## src/rtl/fdx_pkg.sv

```systemverilog
package fdx_pkg;

    // Source-selection controller states
    typedef enum logic [1:0] {
        BS_PASS  = 2'd0,
        BS_ARM   = 2'd1,
        BS_TEST  = 2'd2,
        BS_LEAVE = 2'd3
    } bist_state_e;

endpackage

```

## src/rtl/fdx_frame_ctl.sv

```systemverilog
module fdx_frame_ctl #(
    parameter int NSLOT  = 8,
    parameter int SLOT_W = $clog2(NSLOT)
) (
    input  logic              clk_i,
    input  logic              rst_i,
    input  logic              quad_req_i,
    output logic [SLOT_W-1:0] slot_o,
    output logic              boundary_o,
    output logic              quad_o,
    output logic              drdy_o
);

    localparam logic [SLOT_W-1:0] LAST_FULL = SLOT_W'(NSLOT - 1);
    localparam logic [SLOT_W-1:0] LAST_QUAD = SLOT_W'(NSLOT / 2 - 1);
    localparam logic [SLOT_W-1:0] MID_FULL  = SLOT_W'(NSLOT / 2 - 1);
    localparam logic [SLOT_W-1:0] MID_QUAD  = SLOT_W'(NSLOT / 4 - 1);

    logic [SLOT_W-1:0] slot_q;
    logic              quad_q;
    logic              drdy_q;
    logic [SLOT_W-1:0] last_slot;
    logic [SLOT_W-1:0] mid_slot;
    logic              at_end;

    always_comb begin
        last_slot = quad_q ? LAST_QUAD : LAST_FULL;
        mid_slot  = quad_q ? MID_QUAD  : MID_FULL;
        at_end    = (slot_q == last_slot);
    end

    always_ff @(posedge clk_i) begin
        if (rst_i) begin
            slot_q <= '0;
            quad_q <= quad_req_i;
            drdy_q <= 1'b0;
        end else begin
            slot_q <= at_end ? '0 : slot_q + 1'b1;
            if (at_end) begin
                quad_q <= quad_req_i;
            end
            if (at_end) begin
                drdy_q <= 1'b1;
            end else if (slot_q == mid_slot) begin
                drdy_q <= 1'b0;
            end
        end
    end

    assign slot_o     = slot_q;
    assign boundary_o = at_end;
    assign quad_o     = quad_q;
    assign drdy_o     = drdy_q;

endmodule

```

## src/rtl/fdx_prbs.sv

```systemverilog
module fdx_prbs #(
    parameter int               GEN_W = 9,
    parameter int               TAP   = 5,
    parameter logic [GEN_W-1:0] SEED  = 9'h001
) (
    input  logic             clk_i,
    input  logic             rst_i,
    input  logic             load_i,
    input  logic             step_i,
    output logic [GEN_W:0]   code_o,
    output logic [GEN_W-1:0] state_o
);

    logic [GEN_W-1:0] state_q;
    logic             fb;

    // Feedback with zero-state insertion: full 2^GEN_W cycle
    always_comb begin
        fb = state_q[GEN_W-1] ^ state_q[TAP-1] ^ ~|state_q[GEN_W-2:0];
    end

    always_ff @(posedge clk_i) begin
        if (rst_i || load_i) begin
            state_q <= SEED;
        end else if (step_i) begin
            state_q <= {state_q[GEN_W-2:0], fb};
        end
    end

    assign code_o  = {^state_q, state_q[GEN_W-2:0], state_q[GEN_W-1]};
    assign state_o = state_q;

endmodule

```

## src/rtl/fdx_bist_seq.sv

```systemverilog
module fdx_bist_seq
    import fdx_pkg::*;
#(
    parameter int               WORD_W = 10,
    parameter int               GEN_W  = 9,
    parameter int               TAP    = 5,
    parameter logic [GEN_W-1:0] SEED   = 9'h001
) (
    input  logic              clk_i,
    input  logic              rst_i,
    input  logic              req_i,
    input  logic              boundary_i,
    input  logic [WORD_W-1:0] din_i,
    output logic [WORD_W-1:0] word_o,
    output bist_state_e       state_o,
    output logic [GEN_W-1:0]  gen_o
);

    bist_state_e      state_q;
    bist_state_e      state_d;
    logic             use_code;
    logic             load_gen;
    logic [GEN_W:0]   code;

    // State register
    always_ff @(posedge clk_i) begin
        if (rst_i) begin
            state_q <= BS_PASS;
        end else begin
            state_q <= state_d;
        end
    end

    // Transitions
    always_comb begin
        state_d = state_q;
        unique case (state_q)
            BS_PASS: begin
                if (req_i) begin
                    state_d = boundary_i ? BS_TEST : BS_ARM;
                end
            end
            BS_ARM: begin
                if (!req_i) begin
                    state_d = BS_PASS;
                end else if (boundary_i) begin
                    state_d = BS_TEST;
                end
            end
            BS_TEST: begin
                if (!req_i) begin
                    state_d = boundary_i ? BS_PASS : BS_LEAVE;
                end
            end
            BS_LEAVE: begin
                if (req_i) begin
                    state_d = BS_TEST;
                end else if (boundary_i) begin
                    state_d = BS_PASS;
                end
            end
            default: state_d = BS_PASS;
        endcase
    end

    // Outputs
    always_comb begin
        use_code = (state_q == BS_TEST) || (state_q == BS_LEAVE);
        load_gen = (state_d == BS_TEST) &&
                   ((state_q == BS_PASS) || (state_q == BS_ARM));
        word_o   = use_code ? WORD_W'(code) : din_i;
    end

    fdx_prbs #(
        .GEN_W (GEN_W),
        .TAP   (TAP),
        .SEED  (SEED)
    ) u_prbs (
        .clk_i   (clk_i),
        .rst_i   (rst_i),
        .load_i  (load_gen),
        .step_i  (use_code),
        .code_o  (code),
        .state_o (gen_o)
    );

    assign state_o = state_q;

endmodule

```

## src/rtl/fdx_port_bank.sv

```systemverilog
module fdx_port_bank #(
    parameter int NPORT  = 8,
    parameter int WORD_W = 10,
    parameter int SLOT_W = $clog2(NPORT)
) (
    input  logic                    clk_i,
    input  logic                    rst_i,
    input  logic [SLOT_W-1:0]       slot_i,
    input  logic [WORD_W-1:0]       word_i,
    input  logic                    boundary_i,
    input  logic                    quad_i,
    output logic [NPORT*WORD_W-1:0] port_o
);

    for (genvar g = 0; g < NPORT; g++) begin : g_port
        localparam logic [SLOT_W-1:0] MY_SLOT = SLOT_W'(g);
        localparam bit                UPPER   = (g >= NPORT / 2);

        logic [WORD_W-1:0] shadow_q;
        logic [WORD_W-1:0] out_q;

        always_ff @(posedge clk_i) begin
            if (rst_i) begin
                shadow_q <= '0;
                out_q    <= '0;
            end else begin
                if (slot_i == MY_SLOT) begin
                    shadow_q <= word_i;
                end
                if (boundary_i) begin
                    if (UPPER && quad_i) begin
                        out_q <= '0;
                    end else begin
                        out_q <= (slot_i == MY_SLOT) ? word_i : shadow_q;
                    end
                end
            end
        end

        assign port_o[g*WORD_W +: WORD_W] = out_q;
    end

endmodule

```

## src/rtl/frame_demux.sv

```systemverilog
module frame_demux
    import fdx_pkg::*;
#(
    parameter int               WORD_W   = 10,
    parameter int               NPORT    = 8,
    parameter int               GEN_W    = 9,
    parameter int               GEN_TAP  = 5,
    parameter logic [GEN_W-1:0] GEN_SEED = 9'h001
) (
    input  logic                    clk_i,
    input  logic                    rst_i,
    input  logic                    quad_sel_i,
    input  logic                    bist_req_i,
    input  logic [WORD_W-1:0]       din_i,
    output logic [NPORT*WORD_W-1:0] port_o,
    output logic                    drdy_o
);

    localparam int SLOT_W = $clog2(NPORT);

    logic [SLOT_W-1:0] slot;
    logic              boundary;
    logic              quad;
    logic [WORD_W-1:0] word;
    bist_state_e       bstate;
    logic [GEN_W-1:0]  gen_state;

    fdx_frame_ctl #(
        .NSLOT  (NPORT),
        .SLOT_W (SLOT_W)
    ) u_frame (
        .clk_i      (clk_i),
        .rst_i      (rst_i),
        .quad_req_i (quad_sel_i),
        .slot_o     (slot),
        .boundary_o (boundary),
        .quad_o     (quad),
        .drdy_o     (drdy_o)
    );

    fdx_bist_seq #(
        .WORD_W (WORD_W),
        .GEN_W  (GEN_W),
        .TAP    (GEN_TAP),
        .SEED   (GEN_SEED)
    ) u_src (
        .clk_i      (clk_i),
        .rst_i      (rst_i),
        .req_i      (bist_req_i),
        .boundary_i (boundary),
        .din_i      (din_i),
        .word_o     (word),
        .state_o    (bstate),
        .gen_o      (gen_state)
    );

    fdx_port_bank #(
        .NPORT  (NPORT),
        .WORD_W (WORD_W),
        .SLOT_W (SLOT_W)
    ) u_bank (
        .clk_i      (clk_i),
        .rst_i      (rst_i),
        .slot_i     (slot),
        .word_i     (word),
        .boundary_i (boundary),
        .quad_i     (quad),
        .port_o     (port_o)
    );

endmodule

```

## config.mk

```make
export PLATFORM = sky130hd
export DESIGN_NAME = frame_demux
export DESIGN_NICKNAME = d
export VERILOG_FILES = /design/src/rtl/fdx_pkg.sv /design/src/rtl/fdx_frame_ctl.sv /design/src/rtl/fdx_prbs.sv /design/src/rtl/fdx_bist_seq.sv /design/src/rtl/fdx_port_bank.sv /design/src/rtl/frame_demux.sv
export SDC_FILE = /design/constraint.sdc
export NUM_CORES = 1
export LEC_CHECK = 0
export ABC_AREA = 1
export BUFFER_PORTS_ARGS = -buffer_cell sky130_fd_sc_hd__clkbuf_2
export CAP_MARGIN = 20
export CORE_ASPECT_RATIO = 0.5
export CORE_UTILIZATION = 56
export DETAILED_ROUTE_END_ITERATION = 7
export MAX_ROUTING_LAYER = met4
export PLACE_DENSITY = 0.81
export SYNTH_ARGS = -nofsm -noshare
export SYNTH_HDL_FRONTEND = slang
export SYNTH_HIERARCHICAL = 1
export SYNTH_SLANG_ARGS = --single-unit
```

## constraint.sdc

```tcl
create_clock -name clk_i -period 2.3 [get_ports clk_i]
set_input_delay 0.115 -clock clk_i [delete_from_list [all_inputs] [get_ports clk_i]]
set_output_delay 0.115 -clock clk_i [all_outputs]
set_load 0.005 [all_outputs]
```

Word-level counts from Yosys, hierarchy flattened

Index checks and enable logic that the tools add are counted.

Add/subtract/negate cells: 1
Equality and inequality tests: 13
Muxes and demuxes: 28
Bitwise operators: 2
Reductions and logical operators: 12

Operators with widths:

| kind                                                 | count |
|---|---|
| two-way mux 10 bit                                   | 13 |
| two-way mux 2 bit                                    | 9 |
| equality test 3 bit (second input constant)          | 4 |
| XOR reduction 9 bit                                  | 1 |
| one-hot mux 2 bit (4 select lines)                   | 1 |
| OR reduction 8 bit                                   | 1 |
| equality test 2 bit (second input constant)          | 3 |
| equality test 3 x 2 -> 1 bit (second input constant) | 2 |
| equality test 3 bit                                  | 2 |
| two-way mux 1 bit                                    | 4 |
| nonzero test 2 bit                                   | 2 |
| adder 3 x 1 -> 3 bit (second input constant)         | 1 |
| equality test 3 x 1 -> 1 bit (second input constant) | 1 |
| logical NOT 3 bit                                    | 1 |
| logical OR 1 bit                                     | 3 |
| two-way mux 3 bit                                    | 1 |
| equality test 2 x 1 -> 1 bit (second input constant) | 1 |
| logical NOT 2 bit                                    | 1 |
| OR reduction 2 bit                                   | 1 |
| bitwise XOR 1 bit                                    | 2 |
| logical AND 1 bit                                    | 1 |
| logical NOT 1 bit                                    | 1 |

Bits in registers: 176
Output and inout bits: 81
Word-level logic and storage cells: 77

Logic depth before layout (Yosys ltp)

Gate-level depths: netlist of run 1.

Depth after elaboration: 8
Mapped depth: 16
Gate-level depth less buffers: 15

Hierarchy

Netlist of run 1, hierarchy kept.

Modules (own cells, without submodules):

| module        | instances | cells an instance | area an instance (um^2) | sequential area each (um^2) |
|---|---|---|---|---|
| fdx_port_bank | 1         | 868               | 6542.5                  | 3203.1 |
| fdx_prbs      | 1         | 82                | 626.9                   | 180.2 |
| fdx_bist_seq  | 1         | 46                | 236.5                   | 40.0 |
| fdx_frame_ctl | 1         | 28                | 217.7                   | 110.1 |

Worst setup path before layout of run 1

OpenSTA, ideal clock, no wires.

Kind: flip-flop to flip-flop
Start point: reg u_src.u_prbs.state_q[4] (netlist: u_src/u_prbs/state_o[4])
End point: reg u_bank.g_port[5].out_q[9]
Library setup time: 0.060 ns
Arrival time: 1.726 ns
Required time: 2.240 ns
Path slack: 0.515 ns
Cell stages (with the launch flop): 15
Clock period less this slack: 1.785 ns
Cell sequence: dfxtp_1 > inv_1 > ha_1 > inv_1 > nand3_1 > nand2_1 > nand2_1 > nand2_1 > nand2_1 > o21ai_0 > clkbuf_1 > nand4_1 > nand2_1 > nand3_1 > nand2_1

Word-level cells in the longest chain between the ends: 4

Ends and longest elaborated chain:

| what                    | line                | source |
|---|---|---|
| start, declared         | fdx_prbs.sv:14      | `logic [GEN_W-1:0] state_q;` |
| start signal, assigned  | fdx_prbs.sv:26      | `state_q <= {state_q[GEN_W-2:0], fb};` |
| XOR reduction 9 bit     | fdx_prbs.sv:30      | `assign code_o = {^state_q, state_q[GEN_W-2:0], state_q[GEN_W-1]};` |
| named net u_src.code[9] | fdx_bist_seq.sv:23  | `logic [GEN_W:0] code;` |
| two-way mux 10 bit      | fdx_bist_seq.sv:71  | `word_o = use_code ? WORD_W'(code) : din_i;` |
| named net word[9]       | frame_demux.sv:24   | `logic [WORD_W-1:0] word;` |
| two-way mux 10 bit      | fdx_port_bank.sv:34 | `out_q <= (slot_i == MY_SLOT) ? word_i : shadow_q;` |
| two-way mux 10 bit      | fdx_port_bank.sv:31 | `if (UPPER && quad_i) begin` |
| end signal, assigned    | fdx_port_bank.sv:34 |  |
| end, declared           | fdx_port_bank.sv:20 | `logic [WORD_W-1:0] out_q;` |

The timed path passes the listed nets, and every way through them passes these cells.
A chain may end at the register's enable or synchronous reset.

Worst setup path after layout of run 1

Start point: reg u_src.u_prbs.state_q[2] (netlist: u_src/u_prbs/state_o[2])
End point: reg u_bank.g_port[6].out_q[9]

Word-level cells in the longest chain between the ends: 4

Ends and longest elaborated chain:

| what                    | line |
|---|---|
| XOR reduction 9 bit     | fdx_prbs.sv:30 |
| named net u_src.code[9] | fdx_bist_seq.sv:23 |
| two-way mux 10 bit      | fdx_bist_seq.sv:71 |
| named net word[9]       | frame_demux.sv:24 |
| two-way mux 10 bit      | fdx_port_bank.sv:34 |
| two-way mux 10 bit      | fdx_port_bank.sv:31 |
| end signal, assigned    | fdx_port_bank.sv:34 |
| end, declared           | fdx_port_bank.sv:20 |

The timed path passes the listed nets, and every way through them passes these cells.

==> results of run 1 <==
per-stage QoR:
step | cell area (um^2) | hold WS, ps | setup slack, ps | total power [uW] | util [%]
final | 8570 | 151 | 308 | 6800 | 66.5
after global routing | 8570 | 155 | 146 | 7030 | 66.5
after CTS | 8570 | 140 | 365 | 6810 | 66.5
after detailed placement | 7960 | 294 | 422 | 3960 | 61.8
after global placement | 7960 | 295 | 496 | 3930 | 61.8
after floorplan | 7520 | 184 | 539 | 3800 | -
final cells by class:
| cell class | count | area (um^2) |
|---|---|---|
| Clock buffer | 20 | 457 |
| Clock inverter | 12 | 135 |
| Fill cell | 1079 | 4310 |
| Inverter | 97 | 369 |
| Multi-Input combinational cell | 659 | 3160 |
| Sequential cell | 175 | 3520 |
| Tap cell | 170 | 213 |
| Timing Repair Buffer | 121 | 718 |
state kept, by name (all words and copies together), names as in the netlist:
| signal | cells |
|---|---|
| u_src/state_o | 1 |
| u_bank/g_port.shadow_q | 80 |
| u_frame/drdy_o | 1 |
| u_bank/g_port.out_q | 80 |
| u_frame/quad_o | 1 |
| u_frame/slot_o | 3 |
| u_src/u_prbs/state_o | 9 |
routing by layer:
metal,share of wire [%],vias to the layer above,track usage [%],wire [um]
met2,45,261,43.6,8380
li1,-,3412,-,-
met1,46,3184,37.7,8550
met3,7.5,37,4.69,1410
met4,2.2,0,11.0,421
met5,0,-,-,0
power breakdown:
group          leakage (uW)  total, uW  internal [uW]  switching [uW]
logic               0.00240        723            215             508
clock network      0.000287       2880           1670            1220
registers           0.00142       3200           3140            57.6
placed cells by master, fill, tap and decap left out, types with 2 or more instances in the layout:
master           n
clkinvlp_4       2
dlygate4sd3_1    2
bufinv_16        2
clkinv_2         2
inv_2            5
buf_12           3
ha_1             5
clkinv_4         4
dfxtp_2          2
clkbuf_16       17
nand2_2          4
buf_4           23
dfxtp_1        172
a21oi_1         71
inv_1           91
nand2_1        236
clkbuf_2        93
clkbuf_8         2
nand3_2         16
nor2_1         109
nand3_1        125
inv_6            2
nand4_1         70
a211oi_2         8
o21ai_0         10
worst paths after layout:
path | from | end | slack (ps) | cells past startpoint
setup / recovery | u_src/u_prbs/state_o[2] | u_bank/g_port[6].out_q[9] | 310 | 12
hold / removal | rst_i | u_bank/g_port[6].shadow_q[5] | 150 | 2
setup reg to reg | u_src/u_prbs/state_o[2] | u_bank/g_port[6].out_q[9] | 310 | 12
hold reg to reg | u_bank/g_port[5].shadow_q[6] | u_bank/g_port[5].shadow_q[6] | 470 | 2
==> impl_metrics.yaml, run 1 <==
setup_path:
  cpMaxStageDelayCell: "dfxtp_1"
  required_ps: 2670
  worst_setup_path_end_kind: "flop"
  cp-start-kind: "flop"
  path_cells: "inv_1 -> ha_1 -> xor2_1 -> nand3_1 -> nand2_1 -> nand2_1 -> o21ai_0 -> buf_4 -> nand4_1 -> nand2_1 -> nand3_1 -> nand2_1"
  critPathMaxStageDelay_ps: 360
  path_max_fanout: 8
  crit_arrival_ps: 2360
  path_buf_inv: 2
  worst_path_most_repeated_cell: "nand2_1"
  crit_type: "flop to flop"
  crit_family: "simple AND/OR/NAND/NOR gates"
clocking:
  cts_setup_buffers: 0
  cts_buffers: 17
  cts_root_buf: "clkbuf_16"
  cts_tree: "done"
  cts.clk_slew.worst_paths_ps: 60
  htree_levels: 4
  clockBufferDepth: 2
  cts_num_sinks: 175
  clock_latency_ps: 430
  cts_resized: 0
  cts_hold_buf: 2
power:
  ir_worst_vdd_uv: 435
  p_leak_uw: 0.00411
  cellPowerDensity_mw_per_mm2: 794
cells_and_area:
  drive_gt1_share_pct: 17.3
  fin_cells: 1254
  syn_to_final_growth_pct: 14.0
  finalNetCount: 1090
  diodes: 0
synth:
  synth_cells: 1010
  yosys_warnings: 6
  syn_area_mm2: 0.00752
  syn_area_per_cell_um2: 7.44
  synthesis.nets: 1029
sta:
  tightest_slew_ps: 514
  skew_ps: 16.5
  grt_setup_unrepaired: "no"
  relSlewSlack_pct: 65.7
  drv_slew: 0
  fin_crit_ps: 1990
  hold_viol: 0
  setup_viol: 0
  fmax_mhz: 502
  finalCritPeriodShare_pct: 86.6
  fin_setup_tns_ps: 0
floorplanning:
  chipHeight_um: 83.9
  num_io_pins: 95
  initial_core_util_pct: 58.4
  core.rowCount: 29
  die_area_mm2: 0.0139
  die_w_um: 166
  fp.coreArea_mm2: 0.0129
worst_hold_path:
  hold_class: "primary input to flop"
placement:
  port-buffer-count: 94
  hpwl_um: 11400
  gp_congestion: 0.823
  place_inst: 1220
routing:
  firstDrtPassIters: 7
  drtAntennaViolNets: 0
  vias: 6894
  drtIter0Drc: 665
  vias_per_cell: 5.50
  drcViolationCount: 6
  routedWlPerCell_um: 15.0
  wirelength_um: 18800
grt:
  antenna_found_initial: 0
  grt_pass1_wl_um: 30600
  overflow: 0
  grt_max_degree: 83
  grt.total_usage_pct: 28.4
  grt_pass1_vias: 6420
outcome:
  violations: "design-rule violations"
  status: "finished, violations left"
run:
  max_cap_viol_count: 0
Note: power is estimated with default switching activity, not from simulation.
==> run 2: changes to the inputs <==
ABC_AREA = not set   (was 1)
PLACE_DENSITY = 0.83   (was 0.81)
==> run 2 against run 1 <==
Compared with the run above:
- largest cell class unchanged
- the run now ends clean
- sequential power about the same
- clock skew decreased by 8.1 ps
- critical path type unchanged
- first-iteration DRC count decreased by 45%
- final cell count decreased by 32%
==> impl_metrics.yaml, run 2 <==
outcome:
  status: "completed"
power:
  p_sw_uw: 1490
  p_sw_share_pct: 23.5
  p_leak_uw: 0.00318
  seqPwrFrac_pct: 50.0
  ir_worst_vdd_uv: 452
  combPwrFrac_pct: 8.0
  cellPowerDensity_mw_per_mm2: 865
  clockPowerShare_pct: 42.0
  intPower_uw: 4870
placement:
  pre_cts_ws_ps: 335
  gp_congestion: 0.771
  port-buffer-count: 94
  hpwl_um: 8210
floorplanning:
  fp.coreArea_mm2: 0.0105
  num_io_pins: 95
  die_area_mm2: 0.0116
  die_w_um: 151
  initial_core_util_pct: 59.3
  core.rowCount: 26
  chipHeight_um: 76.6
worst_hold_path:
  hold_class: "primary input to flop"
  hold_end: "u_bank/g_port[7].shadow_q[6]"
  hold_depth: 2
  holdCritStartpoint: "rst_i"
routing:
  drtIter0Drc: 368
  highest_layer: "met4"
  firstDrtPassIters: 6
  wl_met3_um: 788
  drcViolationCount: 0
  met1Wirelength_um: 6380
  vias_per_cell: 5.33
  routedWlPerCell_um: 15.9
  wirelength_um: 13600
  wl_met2_um: 6220
  drtAntennaViolNets: 0
  vias: 4549
setup_path:
  required_ps: 2570
  regToRegSetupSlack_ps: 230
  rr_startpoint: "u_src/u_prbs/state_o[6]"
  r2r_end: "u_bank/g_port[5].out_q[9]"
  r2r_cells: 8
  path_max_fanout: 8
  worst_setup_path_end_kind: "flop"
  crit_type: "flop to flop"
  crit_arrival_ps: 2340
  cp-start-kind: "flop"
clocking:
  clockBufferDepth: 2
  cts_resized: 0
  cts.clk_slew.worst_paths_ps: 70
  cts_tree: "done"
  htree_levels: 4
  clock_latency_ps: 410
  cts_root_buf: "clkbuf_16"
  cts_setup_buffers: 0
  cts_buffers: 17
  cts_num_sinks: 175
sta:
  fin_setup_tns_ps: 0
  skew_ps: 8.38
  fin_ws_ps: 228
  finalCritPeriodShare_pct: 90.1
  tightest_slew_ps: 706
  hold_viol: 0
  relSlewSlack_pct: 52.8
  fmax_mhz: 483
  setup_viol: 0
  fin_crit_ps: 2070
  grt_setup_unrepaired: "no"
  drv_slew: 0
grt:
  overflow: 0
  grt.total_usage_pct: 25.3
  grt_pass1_vias: 4174
  antenna_found_initial: 0
  grt_max_degree: 91
  grt_pass1_wl_um: 21500
synth:
  syn_area_mm2: 0.00623
  syn_area_per_cell_um2: 9.93
  synthesis.nets: 646
  synth_cells: 627
  yosys_warnings: 6
cells_and_area:
  drive_gt1_share_pct: 21.4
  final_cell_mix: "dfxtp_1, nor2_1, clkbuf_2, mux2i_1, nand2_1"
  diodes: 0
  fillers: 810
  final_common_cell: "dfxtp_1"
  finalNetCount: 720
  syn_to_final_growth_pct: 18.2
run:
  max_cap_viol_count: 0
[run 2: layer usage]
layer	vias up	track usage (%)
met5	-	-
met4	0	8.40
met1	2152	34.0
li1	2253	-
met2	129	38.2
met3	15	4.79
[run 2: worst max path at each step]
| stage | start | end | cells after the start |
|---|---|---|---|
| global route | u_src/u_prbs/state_o[4] | u_bank/g_port[3].out_q[9] | 8 |
| floorplan | u_src/u_prbs/state_o[4] | u_bank/g_port[0].out_q[9] | 9 |
| global placement | u_src/u_prbs/state_o[4] | u_bank/g_port[2].out_q[9] | 8 |
| detailed placement | u_src/u_prbs/state_o[6] | u_bank/g_port[7].out_q[9] | 8 |
| CTS | u_src/u_prbs/state_o[4] | u_bank/g_port[3].out_q[9] | 8 |
| finish | u_src/u_prbs/state_o[6] | u_bank/g_port[5].out_q[9] | 8 |
[run 2: power groups by stage]
stage	Combinational (uW)	Clock (uW)	Sequential, uW
3_5_place_dp	498	0	3250
6_report	509	2670	3180
4_1_cts	507	2720	3180
2_1_floorplan	348	0	3250
3_3_place_gp	487	0	3240
5_1_grt	554	2860	3190
[run 2: through the flow]
stage	cells	total power, uW	hold WS [ps]	cell area [um^2]	utilization (%)
detailed placement	820	3750	308	6780	64.5
finish	854	6360	135	7360	70.0
global route	854	6600	125	7360	70.0
floorplan	627	3590	184	6230	-
global placement	820	3730	308	6780	64.5
CTS	854	6410	112	7360	70.0
[run 2: final cells by class]
class	count	area (um^2)	area share (%)
Sequential cell	175	3510	47.7
Multi-Input combinational cell	390	2460	33.5
Timing Repair Buffer	107	613	8.33
Clock buffer	24	503	6.84
Tap cell	140	175	2.38
Clock inverter	8	53.8	0.731
Inverter	10	37.5	0.510
[run 2: timing repair]
| item | in CTS | in global routing |
|---|---|---|
| setup endpoints to repair | 0 | 0 |
| hold buffers | 2 | 0 |
| hold endpoints to repair | 2 | 0 |
[run 2: worst max-delay path, cell delays in order (launching register included)]
cell and delay (ps):
dfxtp_1 370, inv_1 70, ha_1 310, xnor2_1 190, xnor2_1 150, xnor2_1 100
mux2_2 370, mux2i_1 230, o21ai_0 140
